$ cat config.mk
export PLATFORM = sky130hd
export DESIGN_NAME = spi_regslave
export DESIGN_NICKNAME = d
export VERILOG_FILES = /design/src/rtl/spi_rs_pkg.sv /design/src/rtl/spi_rs_sync.sv /design/src/rtl/spi_rs_status.sv /design/src/rtl/spi_rs_frame.sv /design/src/rtl/spi_regslave.sv
export SDC_FILE = /design/constraint.sdc
export NUM_CORES = 1
export LEC_CHECK = 0
export BUFFER_PORTS_ARGS = -buffer_cell sky130_fd_sc_hd__buf_2
export CAP_MARGIN = 20
export CORE_MARGIN = 5
export CORE_UTILIZATION = 55
export DETAILED_ROUTE_END_ITERATION = 8
export GPL_ROUTABILITY_DRIVEN = 1
export GPL_TIMING_DRIVEN = 0
export HOLD_SLACK_MARGIN = 0.15
export PLACE_DENSITY = 0.87
export RECOVER_POWER = 25
export SETUP_SLACK_MARGIN = 0.02
export SYNTH_ARGS = -nofsm -noshare
export SYNTH_HDL_FRONTEND = slang
export SYNTH_SLANG_ARGS = --single-unit
$ cat constraint.sdc
create_clock -name clk -period 2.1 [get_ports clk]
set_input_delay 0.42 -clock clk [delete_from_list [all_inputs] [get_ports clk]]
set_output_delay 0.42 -clock clk [all_outputs]
set_load 0.01 [all_outputs]
$ cat src/rtl/spi_rs_pkg.sv
package spi_rs_pkg;
  typedef enum logic {SEL_DATA = 1'b0, SEL_STAT = 1'b1} sel_e;

  // status byte field positions
  localparam int ST_FETCH_EMPTY = 0;
  localparam int ST_STORE_FULL  = 1;
  localparam int ST_RD_IE       = 2;
  localparam int ST_WR_IE       = 3;
endpackage

$ cat src/rtl/spi_rs_sync.sv
module spi_rs_sync #(
  parameter int W      = 3,
  parameter int STAGES = 2
) (
  input  logic         clk,
  input  logic         rst_n,
  input  logic [W-1:0] d,
  output logic [W-1:0] q
);
  logic [W-1:0] pipe [STAGES];

  always_ff @(posedge clk or negedge rst_n) begin
    if (!rst_n) begin
      for (int i = 0; i < STAGES; i++) pipe[i] <= '0;
    end else begin
      pipe[0] <= d;
      for (int i = 1; i < STAGES; i++) pipe[i] <= pipe[i-1];
    end
  end

  assign q = pipe[STAGES-1];
endmodule

$ cat src/rtl/spi_rs_status.sv
module spi_rs_status
  import spi_rs_pkg::*;
#(
  parameter int DW = 8
) (
  input  logic          clk,
  input  logic          rst_n,
  input  logic          fetch_valid,
  input  logic          store_ready,
  input  logic          wr,
  input  logic [DW-1:0] wdata,
  output logic [DW-1:0] stat_byte
);
  logic rd_ie_q, wr_ie_q;

  always_ff @(posedge clk or negedge rst_n) begin
    if (!rst_n) begin
      rd_ie_q <= 1'b0;
      wr_ie_q <= 1'b0;
    end else if (wr) begin
      rd_ie_q <= wdata[ST_RD_IE];
      wr_ie_q <= wdata[ST_WR_IE];
    end
  end

  always_comb begin
    stat_byte                 = '0;
    stat_byte[ST_FETCH_EMPTY] = ~fetch_valid;
    stat_byte[ST_STORE_FULL]  = ~store_ready;
    stat_byte[ST_RD_IE]       = rd_ie_q;
    stat_byte[ST_WR_IE]       = wr_ie_q;
  end

  AST_IE_ONLY_ON_WRITE: assert property (@(posedge clk) disable iff (!rst_n)
    !$stable({rd_ie_q, wr_ie_q}) |-> $past(wr)) else $error("enable bits moved without write");
endmodule

$ cat src/rtl/spi_rs_frame.sv
module spi_rs_frame
  import spi_rs_pkg::*;
#(
  parameter int DW = 8
) (
  input  logic          clk,
  input  logic          rst_n,
  input  logic          cs_q,
  input  logic          sclk_q,
  input  logic          sdi_q,
  output logic          sdo,
  input  logic          fetch_valid,
  input  logic [DW-1:0] fetch_data,
  output logic          fetch_ready,
  input  logic          store_ready,
  output logic          store_valid,
  output logic [DW-1:0] store_data,
  input  logic [DW-1:0] stat_byte,
  output logic          stat_wr,
  output logic [DW-1:0] stat_wdata
);
  localparam int CW = $clog2(DW + 4);
  localparam logic [CW-1:0] C_SEL  = CW'(1);
  localparam logic [CW-1:0] C_D0   = CW'(2);
  localparam logic [CW-1:0] C_LAST = CW'(DW + 1);
  localparam logic [CW-1:0] C_HS   = CW'(DW + 2);
  localparam logic [CW-1:0] C_TOP  = CW'(DW + 3);

  logic          sclk_d;
  logic          rise, fall, commit;
  logic [CW-1:0] cnt;
  logic          dir_q, fresh_q, hs_q;
  sel_e          sel_q;
  logic [DW-1:0] rxsr, txsr, hold_q, last_q;
  logic [DW-1:0] wbyte;
  logic [DW-1:0] rd_pick;

  always_ff @(posedge clk or negedge rst_n) begin
    if (!rst_n) sclk_d <= 1'b0;
    else        sclk_d <= sclk_q;
  end

  assign rise    = cs_q &  sclk_q & ~sclk_d;
  assign fall    = cs_q & ~sclk_q &  sclk_d;
  assign commit  = rise && (cnt == C_LAST);
  assign wbyte   = {rxsr[DW-2:0], sdi_q};
  assign rd_pick = fetch_valid ? fetch_data : last_q;

  always_ff @(posedge clk or negedge rst_n) begin
    if (!rst_n) begin
      cnt     <= '0;
      dir_q   <= 1'b0;
      sel_q   <= SEL_DATA;
      fresh_q <= 1'b0;
      hs_q    <= 1'b0;
      rxsr    <= '0;
      txsr    <= '0;
      hold_q  <= '0;
      last_q  <= '0;
      sdo     <= 1'b0;
    end else if (!cs_q) begin
      cnt <= '0;
      sdo <= 1'b0;
    end else if (rise) begin
      if (cnt != C_TOP) cnt <= cnt + 1'b1;
      if (cnt == '0) dir_q <= sdi_q;
      if (cnt == C_SEL) begin
        sel_q <= sel_e'(sdi_q);
        if (dir_q) begin
          if (sel_e'(sdi_q) == SEL_STAT) begin
            txsr    <= stat_byte;
            fresh_q <= 1'b0;
          end else begin
            txsr    <= rd_pick;
            hold_q  <= rd_pick;
            fresh_q <= fetch_valid;
          end
        end else begin
          txsr    <= '0;
          fresh_q <= 1'b0;
        end
      end
      if (cnt >= C_D0) rxsr <= wbyte;
      if (commit) begin
        if (dir_q) begin
          hs_q <= (sel_q == SEL_DATA) & ~fresh_q;
          if ((sel_q == SEL_DATA) && fresh_q) last_q <= hold_q;
        end else begin
          hs_q <= (sel_q == SEL_DATA) & ~store_ready;
        end
      end
    end else if (fall) begin
      if ((cnt >= C_D0) && (cnt <= C_LAST)) begin
        sdo  <= txsr[DW-1];
        txsr <= {txsr[DW-2:0], 1'b0};
      end else if (cnt == C_HS) begin
        sdo <= hs_q;
      end else begin
        sdo <= 1'b0;
      end
    end
  end

  assign fetch_ready = commit &  dir_q & (sel_q == SEL_DATA) & fresh_q;
  assign store_valid = commit & ~dir_q & (sel_q == SEL_DATA) & store_ready;
  assign store_data  = wbyte;
  assign stat_wr     = commit & ~dir_q & (sel_q == SEL_STAT);
  assign stat_wdata  = wbyte;

  AST_ONE_XFER: assert property (@(posedge clk) disable iff (!rst_n)
    $onehot0({fetch_ready, store_valid, stat_wr})) else $error("two transfers in one frame");
  AST_POP_HAS_DATA: assert property (@(posedge clk) disable iff (!rst_n)
    fetch_ready |-> fetch_valid) else $error("pop of empty fetch stream");
  AST_IDLE_QUIET: assert property (@(posedge clk) disable iff (!rst_n)
    !cs_q |=> (!sdo && (cnt == '0))) else $error("state kept after deselect");
  AST_FULL_FLAG: assert property (@(posedge clk) disable iff (!rst_n)
    (commit && !dir_q && (sel_q == SEL_DATA) && !store_ready) |=> hs_q) else $error("full write not flagged");
endmodule

$ cat src/rtl/spi_regslave.sv
module spi_regslave #(
  parameter int DW          = 8,
  parameter int SYNC_STAGES = 2
) (
  input  logic          clk,
  input  logic          rst_n,
  input  logic          spi_sclk,
  input  logic          spi_cs,
  input  logic          spi_sdi,
  output logic          spi_sdo,
  input  logic          fetch_valid,
  input  logic [DW-1:0] fetch_data,
  output logic          fetch_ready,
  output logic          store_valid,
  output logic [DW-1:0] store_data,
  input  logic          store_ready
);
  logic          sclk_q, sdi_q, cs_q;
  logic [DW-1:0] stat_byte, stat_wdata;
  logic          stat_wr;

  spi_rs_sync #(.W(3), .STAGES(SYNC_STAGES)) u_sync (
    .clk   (clk),
    .rst_n (rst_n),
    .d     ({spi_cs, spi_sdi, spi_sclk}),
    .q     ({cs_q, sdi_q, sclk_q})
  );

  spi_rs_frame #(.DW(DW)) u_frame (
    .clk         (clk),
    .rst_n       (rst_n),
    .cs_q        (cs_q),
    .sclk_q      (sclk_q),
    .sdi_q       (sdi_q),
    .sdo         (spi_sdo),
    .fetch_valid (fetch_valid),
    .fetch_data  (fetch_data),
    .fetch_ready (fetch_ready),
    .store_ready (store_ready),
    .store_valid (store_valid),
    .store_data  (store_data),
    .stat_byte   (stat_byte),
    .stat_wr     (stat_wr),
    .stat_wdata  (stat_wdata)
  );

  spi_rs_status #(.DW(DW)) u_status (
    .clk         (clk),
    .rst_n       (rst_n),
    .fetch_valid (fetch_valid),
    .store_ready (store_ready),
    .wr          (stat_wr),
    .wdata       (stat_wdata),
    .stat_byte   (stat_byte)
  );
endmodule

Word level (Yosys, flattened, before mapping). Index checks and enable logic that the tools add are counted.

Div/mod/pow operators: 0. Magnitude comparators: 2. Multiplexer cells: 18. $mul: 0. Equality and inequality tests: 9. Bitwise gates (word level): 21. Reductions and logical operators: 15. Shifts and indexed selects: 0. Add/sub/neg operators: 1.

Operators by type and width (count): $mux W8 (7); $and A1 B1 Y1 (13); $mux W4 (3); $reduce_and A3 Y1 (4); $reduce_and A5 Y1 (2); $eq A4 B4 Y1 const B (2); $mux W1 (8); $not A1 Y1 (8); $ne A2 B1 Y1 const B (3); $add A4 B1 Y4 const B (1); $eq A4 B1 Y1 const B (1); $ge A4 B2 Y1 const B (1); $le A4 B4 Y1 const B (1); $logic_not A4 Y1 (1); $ne A2 B2 Y1 const B (2); $ne A4 B4 Y1 const B (1); $reduce_and A2 Y1 (2); $reduce_and A4 Y1 (1); $reduce_bool A2 Y1 (2); $logic_and A1 B1 Y1 (3).

Bits in latches: 0. Output and inout bits: 11. Memories: 0. RAM bits: 0. Bits in registers: 49. ROM bits: 0. Input bits: 15. Word-level logic and storage cells: 81.

Depth between registers and ports, before layout. Gate-level depths: netlist of run 1.

Depth in word-level cells: 6. Gate-level depth with buffers: 6.

Cells and area by module. A second synthesis of run 1 with hierarchy kept.

Cell total of the unflattened synthesis: 195. Area total of the unflattened synthesis: 2427.3 um^2.

Modules (own cells, without submodules): spi_rs_frame (area an instance 2125.8 um^2, cells an instance 173, times used 1); spi_rs_sync (area an instance 172.7 um^2, cells an instance 9, times used 1); spi_rs_status (area an instance 128.9 um^2, cells an instance 13, times used 1).

Worst setup path after synthesis of run 1. No wires, ideal clock.

Kind: flip-flop to flip-flop. From: register u_frame.cnt[1]. To: register u_frame.hold_q[1]. Path buffers: 0. Setup time: 0.125 ns. Path slack: 0.262 ns. Required time: 1.975 ns. Data arrival time: 1.713 ns. Cell stages (with the launch flop): 6. Path through: dfrtp_1 -> inv_1 -> ha_1 -> nand2b_1 -> nor4_4 -> mux2_2.

Longest elaborated chain between the ends: 2.

RTL lines: from (decl) (line spi_rs_frame.sv:31) `logic [CW-1:0] cnt;`; from (signal assigned) (line spi_rs_frame.sv:65) `if (cnt != C_TOP) cnt <= cnt + 1'b1;`; $eq A4 B1 Y1 (line spi_rs_frame.sv:67) `if (cnt == C_SEL) begin`; $reduce_and A5 Y1 (no line); to (signal assigned) (line spi_rs_frame.sv:75) `hold_q <= rd_pick;`; to (decl) (line spi_rs_frame.sv:34) `logic [DW-1:0] rxsr, txsr, hold_q, last_q;`.

No other way between the ends. A chain may end at the register's enable or synchronous reset.

Worst setup path in the final report of run 1.
From: register u_sync.pipe (netlist bit u_sync.q[0]). To: output port store_valid.

Longest elaborated chain between the ends: 6.

RTL lines: from (decl) (line spi_rs_sync.sv:10) `logic [W-1:0] pipe [STAGES];`; $and A1 B1 Y1 (2 in a row) (line spi_rs_frame.sv:43) `assign rise = cs_q & sclk_q & ~sclk_d;`; $logic_and A1 B1 Y1 (line spi_rs_frame.sv:45) `assign commit = rise && (cnt == C_LAST);`; $and A1 B1 Y1 (3 in a row) (line spi_rs_frame.sv:105) `assign store_valid = commit & ~dir_q & (sel_q == SEL_DATA) & store_ready;`; to (decl) (line spi_regslave.sv:14) `output logic store_valid,`.

No other way between the ends.

==> results of run 1 <==
-- power by group through the flow --
stage          sequential (W)  combinational, W  clock (W)
5_1_grt               0.00114          0.000308   0.000679
2_1_floorplan         0.00112          0.000192          0
3_5_place_dp          0.00114          0.000268          0
3_3_place_gp          0.00113          0.000255          0
4_1_cts               0.00112          0.000271   0.000626
6_report              0.00113          0.000282   0.000614
-- registers in the layout, indices dropped and copies added (netlist names), 3 cells and up --
signal	cells
u_frame.cnt	4
u_frame.hold_q	8
u_frame.last_q	8
u_frame.rxsr	7
u_frame.txsr	8
u_sync.pipe	3
u_sync.q	3
-- worst paths after layout --
kind / cells past startpoint / endpoint / start / slack, ps
worst max-delay path: 5 / store_valid / u_sync.q[0]$_DFF_PN0_ / 90
worst min-delay path: 1 / u_sync.pipe[3]$_DFF_PN0_ / spi_sclk / 220
worst max register to register: 6 / u_frame.last_q[2]$_DFFE_PN0P_ / u_sync.q[0]$_DFF_PN0_ / 100
worst min register to register: 0 / u_sync.q[1]$_DFF_PN0_ / u_sync.pipe[4]$_DFF_PN0_ / 350
max in group asynchronous: 3 / u_frame.sdo$_DFFE_PN0P_ / rst_n / 390
min in group asynchronous: 2 / u_frame.rxsr[6]$_DFFE_PN0P_ / rst_n / 500
-- repair_timing --
action / CTS / global route
resized for setup: 2 / 2
pin swaps: 0 / 2
endpoints found under the hold margin: 0 / 5
hold buffers: 0 / 1
buffers inserted: 1 / 7
setup endpoints to repair: 9 / 9
-- per-layer routing --
metal  GRT usage [%]  vias up  part of all wire, %
met1           23.01      741                   44
li1                -      687                    -
met2           25.10       46                   49
met5               0        -                    0
met4           6.917        0                  1.4
met3           3.243        8                  5.5
-- layout by cell type, fill, tap and decap left out, types with 2 or more instances in the layout --
master	Yosys	final
dfrtp_1	49	49
mux2_2	41	41
buf_2	1	26
buf_4	2	10
o21ai_0	8	8
clkbuf_8	0	7
nand2_1	6	6
nor2_1	5	5
nand3_1	5	5
a22o_1	5	5
inv_1	4	4
nand2b_1	3	3
nor3_1	4	3
a21oi_1	3	3
mux2i_1	3	3
ha_1	4	3
buf_6	2	2
nor2b_1	2	2
nor3b_2	1	2
xnor2_1	2	2
and2_2	2	2
-- cell type report --
type | instances | area [um^2] | share of cell area, %
flip-flops and latches | 49 | 1226 | 46.31
multi-input cells | 109 | 993.5 | 37.52
repair buffers | 35 | 198.9 | 7.514
clock buffers | 7 | 96.34 | 3.639
well taps | 50 | 62.56 | 2.363
plain buffers | 6 | 46.29 | 1.749
inverters | 4 | 15.01 | 0.5671
clock inverters | 1 | 8.758 | 0.3308
-- kinds of logic (layout without fill, tap and decap cells) --
| group | Yosys count | in the layout |
|---|---|---|
| AO/OA/AOI/OAI | 21 | 21 |
| XOR/XNOR | 2 | 2 |
| adder cells (fa/ha/maj) | 4 | 4 |
| buffers and inverters | 10 | 53 |
| flip-flops | 49 | 49 |
| multiplexers | 44 | 44 |
| AND/OR/NAND/NOR | 38 | 38 |
-- worst reg2reg max path, stage by stage, from the launching register on --
cell	delay (ps)
dfrtp_1	440
and3b_1	200
buf_6	130
nand4b_4	150
buf_4	180
nor3_4	390
mux2_2	400
-- cells in the mapped netlist, drive strengths merged, types with 2 or more instances --
master and n:
mux2i 3, xnor2 2, nand3 5, mux2 41, nor3 5, a21oi 4
dfrtp 49, buf 6, nor4 2, ha 4, nor2b 2, and2 2
o21ai 8, nand2b 3, nand2 6, nor3b 2, inv 4, nand4b 2
nor2 5, a22o 5
-- metrics by stage --
step / utilization [%] / instances
floorplan: - / 168
global placement: 61.40 / 243
detailed placement: 61.40 / 243
CTS: 64.40 / 252
global route: 66.19 / 261
finish: 66.19 / 261
==> key figures, run 1 <==
Floorplan
  • Die height: 74.22 um
  • CORE AREA: 4000 um^2
  • Total Die Area: 5509 um^2
  • Chip Width: 74.22 um
  • I/O Pins: 26
  • Initial core utilization: 56.71%
  • Rows: 23

CTS
  • CTS clk-pin slew, worst paths: 90 ps
  • CTS tree: done
  • Root Buffer: clkbuf_8
  • Clk Latency, worst-skew pair: 300 ps
  • H-tree depth: 2
  • Clk sinks: 49
  • CTS Buffer Depth: 2
  • Clock buffer count from CTS: 5

GRT
  • Vias in the first global route: 1422
  • Largest net degree at the start of global routing: 50
  • GRT Total Usage: 16.40%
  • Antenna violations before repair: 0
  • GR Overflow Total: 0
  • First-pass GRT wire length: 6824 um

Yosys
  • Library cells used by synthesis: 36
  • Async S/R FF share, synth: 100.0%
  • Post-synth EDFFs: 0
  • Post-Synthesis Cells: 168
  • Register area share after synthesis: 54.05%
  • Largest family of logic cells by synthesized area: multiplexers
  • Post-synthesis adder-cell area fraction: 2.206%
  • Synth Area in XOR/XNOR: 0.7722%
  • Top cells by area, synth: dfrtp_1, mux2_2, ha_1
  • Syn Area/Cell: 13.50 um^2
  • Synth warnings: 0
  • Compound-cell area share of the yosys netlist: 6.674%
  • Post-synth top flop: dfrtp_1
  • Register bit total from synthesis: 49
  • Syn Nets: 187
  • Post-synthesis simple-gate area fraction: 11.91%
  • Syn Std Cell Area: 2268 um^2
  • Synth top area share: 54.05%
  • Mux contribution to synthesized area: 21.68%
  • Post-synth top area cell: dfrtp_1

Routing
  • Via density: 5.678
  • 1st-pass router iterations: 4
  • Number of routed nets with antenna violations: 0
  • DRT Wirelength: 4336 um
  • Post-route DRC: 0
  • Vias post-DR: 1482
  • Iter 0 DRT Violations: 75
  • DR WL/cell: 16.61 um

Power
  • Worst IR Drop VDD: 686.7 uV
  • Leakage: 1.293 nW
  • Switching pwr: 0.0005137 W
  • Comb power frac: 13.9%
  • Total Power: 0.002021 W
  • Sw Ratio: 25.42%
  • Sequential share of power: 55.7%
  • Clock network power share: 30.4%
  • Int Power: 0.001507 W
  • PD cells: 763.4 nW/um^2

Layout
  • Nets: 229
  • Area growth from synthesis to layout: 16.71%
  • Share of post-route cells with drive strength above 1: 47.87%
  • Antenna cells: 0
  • Post-route cell area: 2648 um^2
  • Fill count: 282

STA
  • Worst clock skew: 2.956 ps
  • Fin Hold WS: 222.8 ps
  • Period utilization: 95.86%
  • F_max: 496.8 MHz
  • RSZ-0062 raised after global routing: true
  • Final setup viols: 0
  • Final WS setup: 86.92 ps
  • Final Hold Fails: 0
  • Setup TNS: 0 ps
  • Worst rel slew slack: 37.59%
  • Tmin final: 2013 ps
  • Max Transition Viols Final: 0
  • Slew @ Worst Pin: 936.1 ps

Placed design
  • Port Buffers: 25
  • GPL Wtd Cong: 0.7968
  • HPWL after detailed placement: 2743 um
  • Placed cell area: 2456 um^2
  • Post-Place Worst Slack: -37.97 ps

Critical path
  • WP data required: 1680 ps
  • Crit-path max FO: 6
  • Crit start category: register
  • CP bufs+invs: 2
  • CP peak stage delay: 440 ps
  • Worst setup EP type: primary output
  • CP arrival: 1590 ps
  • CP top delay family: simple AND/OR/NAND/NOR gates
  • Crit-path cells: and3b_1 -> buf_6 -> nand4b_4 -> nor3b_2 -> buf_2
  • Critical path class: register to primary output
  • CP max-delay cell: dfrtp_1

Status
  • Status: completed

Min path
  • Tightest Hold Check Type: input pin to register

Job
  • Maxcap violations: 0
(Power assumes the default switching activity.)
==> run 2, diff against run 1 <==
--- a/config.mk
+++ b/config.mk
@@ -8,12 +8,11 @@
 export BUFFER_PORTS_ARGS = -buffer_cell sky130_fd_sc_hd__buf_2
 export CAP_MARGIN = 20
 export CORE_MARGIN = 5
-export CORE_UTILIZATION = 55
+export CORE_UTILIZATION = 57
 export DETAILED_ROUTE_END_ITERATION = 8
 export GPL_ROUTABILITY_DRIVEN = 1
 export GPL_TIMING_DRIVEN = 0
-export HOLD_SLACK_MARGIN = 0.15
-export PLACE_DENSITY = 0.87
+export PLACE_DENSITY = 0.89
 export RECOVER_POWER = 25
 export SETUP_SLACK_MARGIN = 0.02
 export SYNTH_ARGS = -nofsm -noshare
==> run 2 against run 1 <==
  * Register-to-register slack about the same
  * Highest routed layer unchanged
  * Cell count decreased by 1.1%
  * Utilization increased by 0.52 points
==> key figures, run 2 (synthesis gave the netlist of run 1 again) <==
Status
  • Status: completed (unchanged)

STA
  • Final Hold Fails: 0 (unchanged)
  • RSZ-0062 raised after global routing: false (was true)
  • Setup TNS: 0 ps (unchanged)
  • Final setup viols: 0 (unchanged)
  • Max Transition Viols Final: 0 (unchanged)
  • Period utilization: 95.19% (was 95.86%)
  • Worst rel slew slack: 67.67% (was 37.59%)
  • Tmin final: 1999 ps (was 2013 ps)
  • Worst clock skew: 7.911 ps (was 2.956 ps)
  • Slew @ Worst Pin: 484.9 ps (was 936.1 ps)
  • F_max: 500.2 MHz (was 496.8 MHz)

Routing
  • 1st-pass router iterations: 4 (unchanged)
  • DRT Wirelength: 4107 um (was 4336 um)
  • Via density: 5.516 (was 5.678)
  • DR WL/cell: 15.92 um (was 16.61 um)
  • Post-route DRC: 0 (unchanged)
  • Iter 0 DRT Violations: 59 (was 75)
  • Number of routed nets with antenna violations: 0 (unchanged)
  • Vias post-DR: 1423 (was 1482)

Placed design
  • Port Buffers: 25 (unchanged)
  • Placed cell area: 2456 um^2 (unchanged)
  • HPWL after detailed placement: 2845 um (was 2743 um)
  • GPL Wtd Cong: 0.8180 (was 0.7968)

Critical path
  • WP data required: 1680 ps (about the same)
  • Crit-path cells: buf_6 -> and3b_1 -> buf_6 -> nand4b_4 -> nor3b_2 -> buf_2 (was and3b_1 -> buf_6 -> nand4b_4 -> nor3b_2 -> buf_2)
  • Crit-path max FO: 9 (was 6)
  • CP peak stage delay: 350 ps (was 440 ps)
  • Critical path class: register to primary output (unchanged)
  • CP max-delay cell: dfrtp_1 (unchanged)
  • CP arrival: 1580 ps (was 1590 ps)
  • CP top delay family: simple AND/OR/NAND/NOR gates (unchanged)
  • Worst setup EP type: primary output (unchanged)
  • CP bufs+invs: 3 (was 2)
  • Crit start category: register (unchanged)
  • Most used cell, CP: buf_6

Layout
  • Top flop regs: u_frame.hold_q (8), u_frame.last_q (8), u_frame.txsr (8) (unchanged)
  • Antenna cells: 0 (unchanged)
  • Multi-input logic area: 1003 um^2 (was 993.5 um^2)
  • Nets: 226 (was 229)
  • Area growth from synthesis to layout: 15.94% (was 16.71%)
  • Most frequent cells in the layout: dfrtp_1, mux2_2, buf_2 (unchanged)
  • Post-route cell area: 2630 um^2 (was 2648 um^2)
  • Share of post-route cells with drive strength above 1: 47.12% (was 47.87%)
  • Fill count: 274 (was 282)
  • FF/Latch Area: 1227 um^2 (was 1226 um^2)
  • Most common cell after layout, fill and taps aside: dfrtp_1 (unchanged)

CTS
  • CTS Buffer Depth: 2 (unchanged)
  • H-tree depth: 2 (unchanged)
  • Root Buffer: clkbuf_8 (unchanged)
  • Clk Latency, worst-skew pair: 300 ps (about the same)
  • Clock buffer count from CTS: 5 (unchanged)
  • CTS tree: done (unchanged)
  • Clk sinks: 49 (unchanged)
  • CTS clk-pin slew, worst paths: 80 ps (was 90 ps)

Power
  • Total Power: 0.001939 W (was 0.002021 W)
  • Leakage: 1.267 nW (was 1.293 nW)
  • Worst IR Drop VDD: 467.3 uV (was 686.7 uV)
  • PD cells: 737.3 nW/um^2 (was 763.4 nW/um^2)

GRT
  • Largest net degree at the start of global routing: 50 (unchanged)
  • Antenna violations before repair: 0 (unchanged)
  • GRT Total Usage: 16.98% (was 16.40%)
  • GR Overflow Total: 0 (unchanged)
  • First-pass GRT wire length: 6955 um (was 6824 um)
  • Vias in the first global route: 1518 (was 1422)

Floorplan
  • Initial core utilization: 57.54% (was 56.71%)
  • Die height: 73.09 um (was 74.22 um)
  • CORE AREA: 3943 um^2 (was 4000 um^2)
  • Rows: 23 (unchanged)
  • Chip Width: 73.09 um (was 74.22 um)
  • I/O Pins: 26 (unchanged)
  • Total Die Area: 5341 um^2 (was 5509 um^2)

Job
  • Maxcap violations: 0 (unchanged)

Min path
  • Tightest Hold Check Type: input pin to register (unchanged)
==> run 2: final cells by class <==
type | instances | area share (%)
timing repair buffer | 32 | 7.279
multi-input combinational | 109 | 38.15
sequential | 49 | 46.67
clock buffer | 7 | 2.902
inverter | 4 | 0.5709
buffer | 6 | 1.760
tap | 50 | 2.379
clock inverter | 1 | 0.2854
==> run 2: metrics by stage <==
stage | std cells | hold slack [ps] | setup slack, ps | util, %
floorplan | 168 | 124.4 | 262.2 | -
global placement | 243 | 334.0 | -26.21 | 62.30
detailed placement | 243 | 335.8 | -91.42 | 62.30
finish | 258 | 219.9 | 101.0 | 66.71
CTS | 253 | 213.6 | 20.60 | 65.41
global route | 258 | 205.9 | 19.79 | 66.71
==> run 2: where the power goes <==
group / leakage (nW) / internal (W) / switching [W]
clock network: 0.0385 / 0.000236 / 0.000305
logic: 0.587 / 0.000157 / 0.000120
registers: 0.642 / 0.00105 / 0.0000759
total: 1.27 / 0.00144 / 0.000500
==> run 2: repair_timing <==
action,in CTS,in global routing
endpoints found under the hold margin,0,7
gates resized for setup,5,1
endpoints found under the setup margin,9,8
pin swaps,1,1
setup buffers,2,3
hold buffers,0,1
==> run 2: path summary, 6_finish.rpt <==
check,to,startpoint,slack [ps],depth (start not counted)
worst min-delay path,u_sync.pipe[4]$_DFF_PN0_,spi_sdi,220,1
min in group asynchronous,u_frame.last_q[5]$_DFFE_PN0P_,rst_n,590,2
worst max register to register,u_frame.last_q[4]$_DFFE_PN0P_,u_sync.q[2]$_DFF_PN0_,110,7
worst min register to register,u_sync.q[2]$_DFF_PN0_,u_sync.pipe[5]$_DFF_PN0_,350,0
worst max-delay path,store_valid,u_sync.q[2]$_DFF_PN0_,100,6
max in group asynchronous,u_frame.cnt[1]$_DFFE_PN0P_,rst_n,930,3
==> run 2: layer usage <==
metal | share of wire [%] | vias up | GRT usage, % | wire length, um
met5 | 0 | - | 0 | 0
met4 | 1.6 | 0 | 5.533 | 64
met3 | 4.5 | 8 | 5.096 | 185
met2 | 50 | 27 | 27.81 | 2061
met1 | 44 | 711 | 21.50 | 1797
li1 | - | 677 | - | -
==> run 3, diff against run 2 <==
--- a/config.mk
+++ b/config.mk
@@ -13,7 +13,7 @@
 export GPL_ROUTABILITY_DRIVEN = 1
 export GPL_TIMING_DRIVEN = 0
 export PLACE_DENSITY = 0.89
-export RECOVER_POWER = 25
+export RECOVER_POWER = 100
 export SETUP_SLACK_MARGIN = 0.02
 export SYNTH_ARGS = -nofsm -noshare
 export SYNTH_HDL_FRONTEND = slang
==> run 3 against run 2 <==
  * Final area is 1.5% lower
  * Global-route usage stayed put
  * Sequential share of layout area is 0.72 points higher
  * Critical path type unchanged
  * Worst hold slack worse by 3.8 ps
  * Sequential cell count stayed put
==> key figures, run 3 (synthesis gave the netlist of run 1 again) <==
Status
  • Status: completed (unchanged)

Placed design
  • Post-Place Worst Slack: -91.42 ps (unchanged)
  • Placed cell area: 2456 um^2 (unchanged)
  • Port Buffers: 25 (unchanged)
  • GPL Wtd Cong: 0.8180 (unchanged)
  • HPWL after detailed placement: 2845 um (unchanged)

Critical path
  • Worst setup EP type: primary output (unchanged)
  • Crit-path max FO: 9 (unchanged)
  • Worst r2r src: u_sync.q[2]$_DFF_PN0_ (unchanged)
  • Crit start category: register (unchanged)
  • Critical path class: register to primary output (unchanged)
  • R2R Path End: u_frame.last_q[4]$_DFFE_PN0P_ (unchanged)
  • CP arrival: 1590 ps (was 1580 ps)
  • R2R cell count: 7 (unchanged)
  • R2r setup slk: 120 ps (was 110 ps)
  • WP data required: 1680 ps (about the same)

Floorplan
  • Die height: 73.09 um (unchanged)
  • Rows: 23 (unchanged)
  • I/O Pins: 26 (unchanged)
  • Initial core utilization: 57.54% (unchanged)
  • CORE AREA: 3943 um^2 (unchanged)
  • Chip Width: 73.09 um (unchanged)
  • Total Die Area: 5341 um^2 (unchanged)

STA
  • Final WS setup: 91.01 ps (was 101.0 ps)
  • Period utilization: 95.67% (was 95.19%)
  • Worst clock skew: 7.116 ps (was 7.911 ps)
  • Slew @ Worst Pin: 711.8 ps (was 484.9 ps)
  • Final Hold Fails: 0 (unchanged)
  • RSZ-0062 raised after global routing: false (unchanged)
  • Tmin final: 2009 ps (was 1999 ps)
  • Max Transition Viols Final: 0 (unchanged)
  • Setup TNS: 0 ps (unchanged)
  • F_max: 497.8 MHz (was 500.2 MHz)
  • Worst rel slew slack: 52.55% (was 67.67%)
  • Final setup viols: 0 (unchanged)

Layout
  • Final Util: 65.69% (was 66.71%)
  • Most frequent cells in the layout: dfrtp_1, mux2_2, buf_2, clkbuf_1, o21ai_0 (was dfrtp_1, mux2_2, buf_2)
  • Nets: 226 (unchanged)
  • Area growth from synthesis to layout: 14.18% (was 15.94%)
  • Post-route cell area: 2590 um^2 (was 2630 um^2)
  • Share of post-route cells with drive strength above 1: 40.38% (was 47.12%)
  • Most common cell after layout, fill and taps aside: dfrtp_1 (unchanged)
  • Antenna cells: 0 (unchanged)
  • Top flop regs: u_frame.hold_q (8), u_frame.last_q (8), u_frame.txsr (8) (unchanged)

CTS
  • CTS Buffer Depth: 2 (unchanged)
  • CTS clk-pin slew, worst paths: 80 ps (about the same)
  • Clk Latency, worst-skew pair: 310 ps (was 300 ps)
  • Clk sinks: 49 (unchanged)
  • Clock buffer count from CTS: 5 (unchanged)
  • Root Buffer: clkbuf_8 (unchanged)
  • CTS tree: done (unchanged)
  • H-tree depth: 2 (unchanged)

Job
  • Maxcap violations: 0 (unchanged)

GRT
  • Antenna violations before repair: 0 (unchanged)
  • GRT Total Usage: 16.98% (unchanged)
  • Largest net degree at the start of global routing: 50 (unchanged)
  • Vias in the first global route: 1518 (unchanged)
  • GR Overflow Total: 0 (unchanged)
  • First-pass GRT wire length: 6955 um (unchanged)

Min path
  • Hold endpoint: u_sync.pipe[4]$_DFF_PN0_ (unchanged)
  • Hold path start: spi_sdi (unchanged)
  • Worst Hold Path Cells: 1 (unchanged)
  • Tightest Hold Check Type: input pin to register (unchanged)

Power
  • Worst IR Drop VDD: 467.3 uV (about the same)
  • PD cells: 747.3 nW/um^2 (was 737.3 nW/um^2)
  • Leakage: 1.215 nW (was 1.267 nW)

Routing
  • Post-route DRC: 0 (unchanged)
  • DRT Wirelength: 4091 um (was 4107 um)
  • Vias post-DR: 1422 (was 1423)
  • DR WL/cell: 15.86 um (was 15.92 um)
  • Iter 0 DRT Violations: 55 (was 59)
  • Number of routed nets with antenna violations: 0 (unchanged)
  • 1st-pass router iterations: 4 (unchanged)
  • Via density: 5.512 (was 5.516)
run 3: changes by cell type in the layout (fill, tap and decap cells not counted), sizes merged:
cell / before / now
clkbuf: 8 / 23
buf: 36 / 21
run 3: repair_timing:
item                                    in CTS  in global routing
endpoints found under the hold margin        0                  7
setup buffers                                2                  3
pin swaps                                    1                  1
resized for setup                            5                  1
hold buffers                                 0                  1
endpoints found under the setup margin       9                  8
run 3: layer usage:
metal  up-vias  track usage (%)  wire [um]
li1        678                -          -
met1       710            21.50       1772
met2        27            27.81       2066
met3         7            5.096        188
met4         0            5.533         64
met5         -                0          0
run 3: worst max-delay path, stage by stage, from the launching register on:
cell	delay, ps
dfrtp_1	350
buf_6	140
and3b_1	180
buf_6	130
nand4b_4	140
nor3b_2	190
clkbuf_2	170
run 3: layout make-up:
cell class | instances | area, um^2
Sequential cell | 49 | 1227
Clock buffer | 7 | 76.32
Buffer | 6 | 46.29
Inverter | 4 | 15.01
Fill cell | 291 | 1353
Clock inverter | 1 | 7.507
Timing Repair Buffer | 32 | 168.9
Multi-Input combinational cell | 109 | 985.9
Tap cell | 50 | 62.56
run 3: power by group:
group	total [W]	internal [W]	switching (W)
Sequential	0.00112	0.00105	0.0000752
Combinational	0.000272	0.000153	0.000119
Clock	0.000542	0.000236	0.000306
Total	0.00194	0.00144	0.000500
run 3: metrics by stage:
stage / instances / hold slack, ps / power [W]
global placement: 243 / 334.0 / 0.001384
global route: 258 / 205.9 / 0.002025
finish: 258 / 216.1 / 0.001935
detailed placement: 243 / 335.8 / 0.001404
CTS: 253 / 213.6 / 0.001941
floorplan: 168 / 124.4 / 0.001313
run 3: worst max path at each step:
stage / start / endpoint / slack [ps] / cells after the start
after global routing: u_sync.q[2]$_DFF_PN0_ / store_valid / 20 / 6
final: u_sync.q[2]$_DFF_PN0_ / store_valid / 90 / 6
after CTS: u_sync.q[2]$_DFF_PN0_ / store_valid / 20 / 6
after global placement: u_frame.cnt[1]$_DFFE_PN0P_ / u_frame.hold_q[2]$_DFFE_PN0P_ / -30 / 5
after floorplan: u_frame.cnt[1]$_DFFE_PN0P_ / u_frame.hold_q[1]$_DFFE_PN0P_ / 260 / 5
after detailed placement: u_frame.cnt[1]$_DFFE_PN0P_ / u_frame.hold_q[2]$_DFFE_PN0P_ / -90 / 5
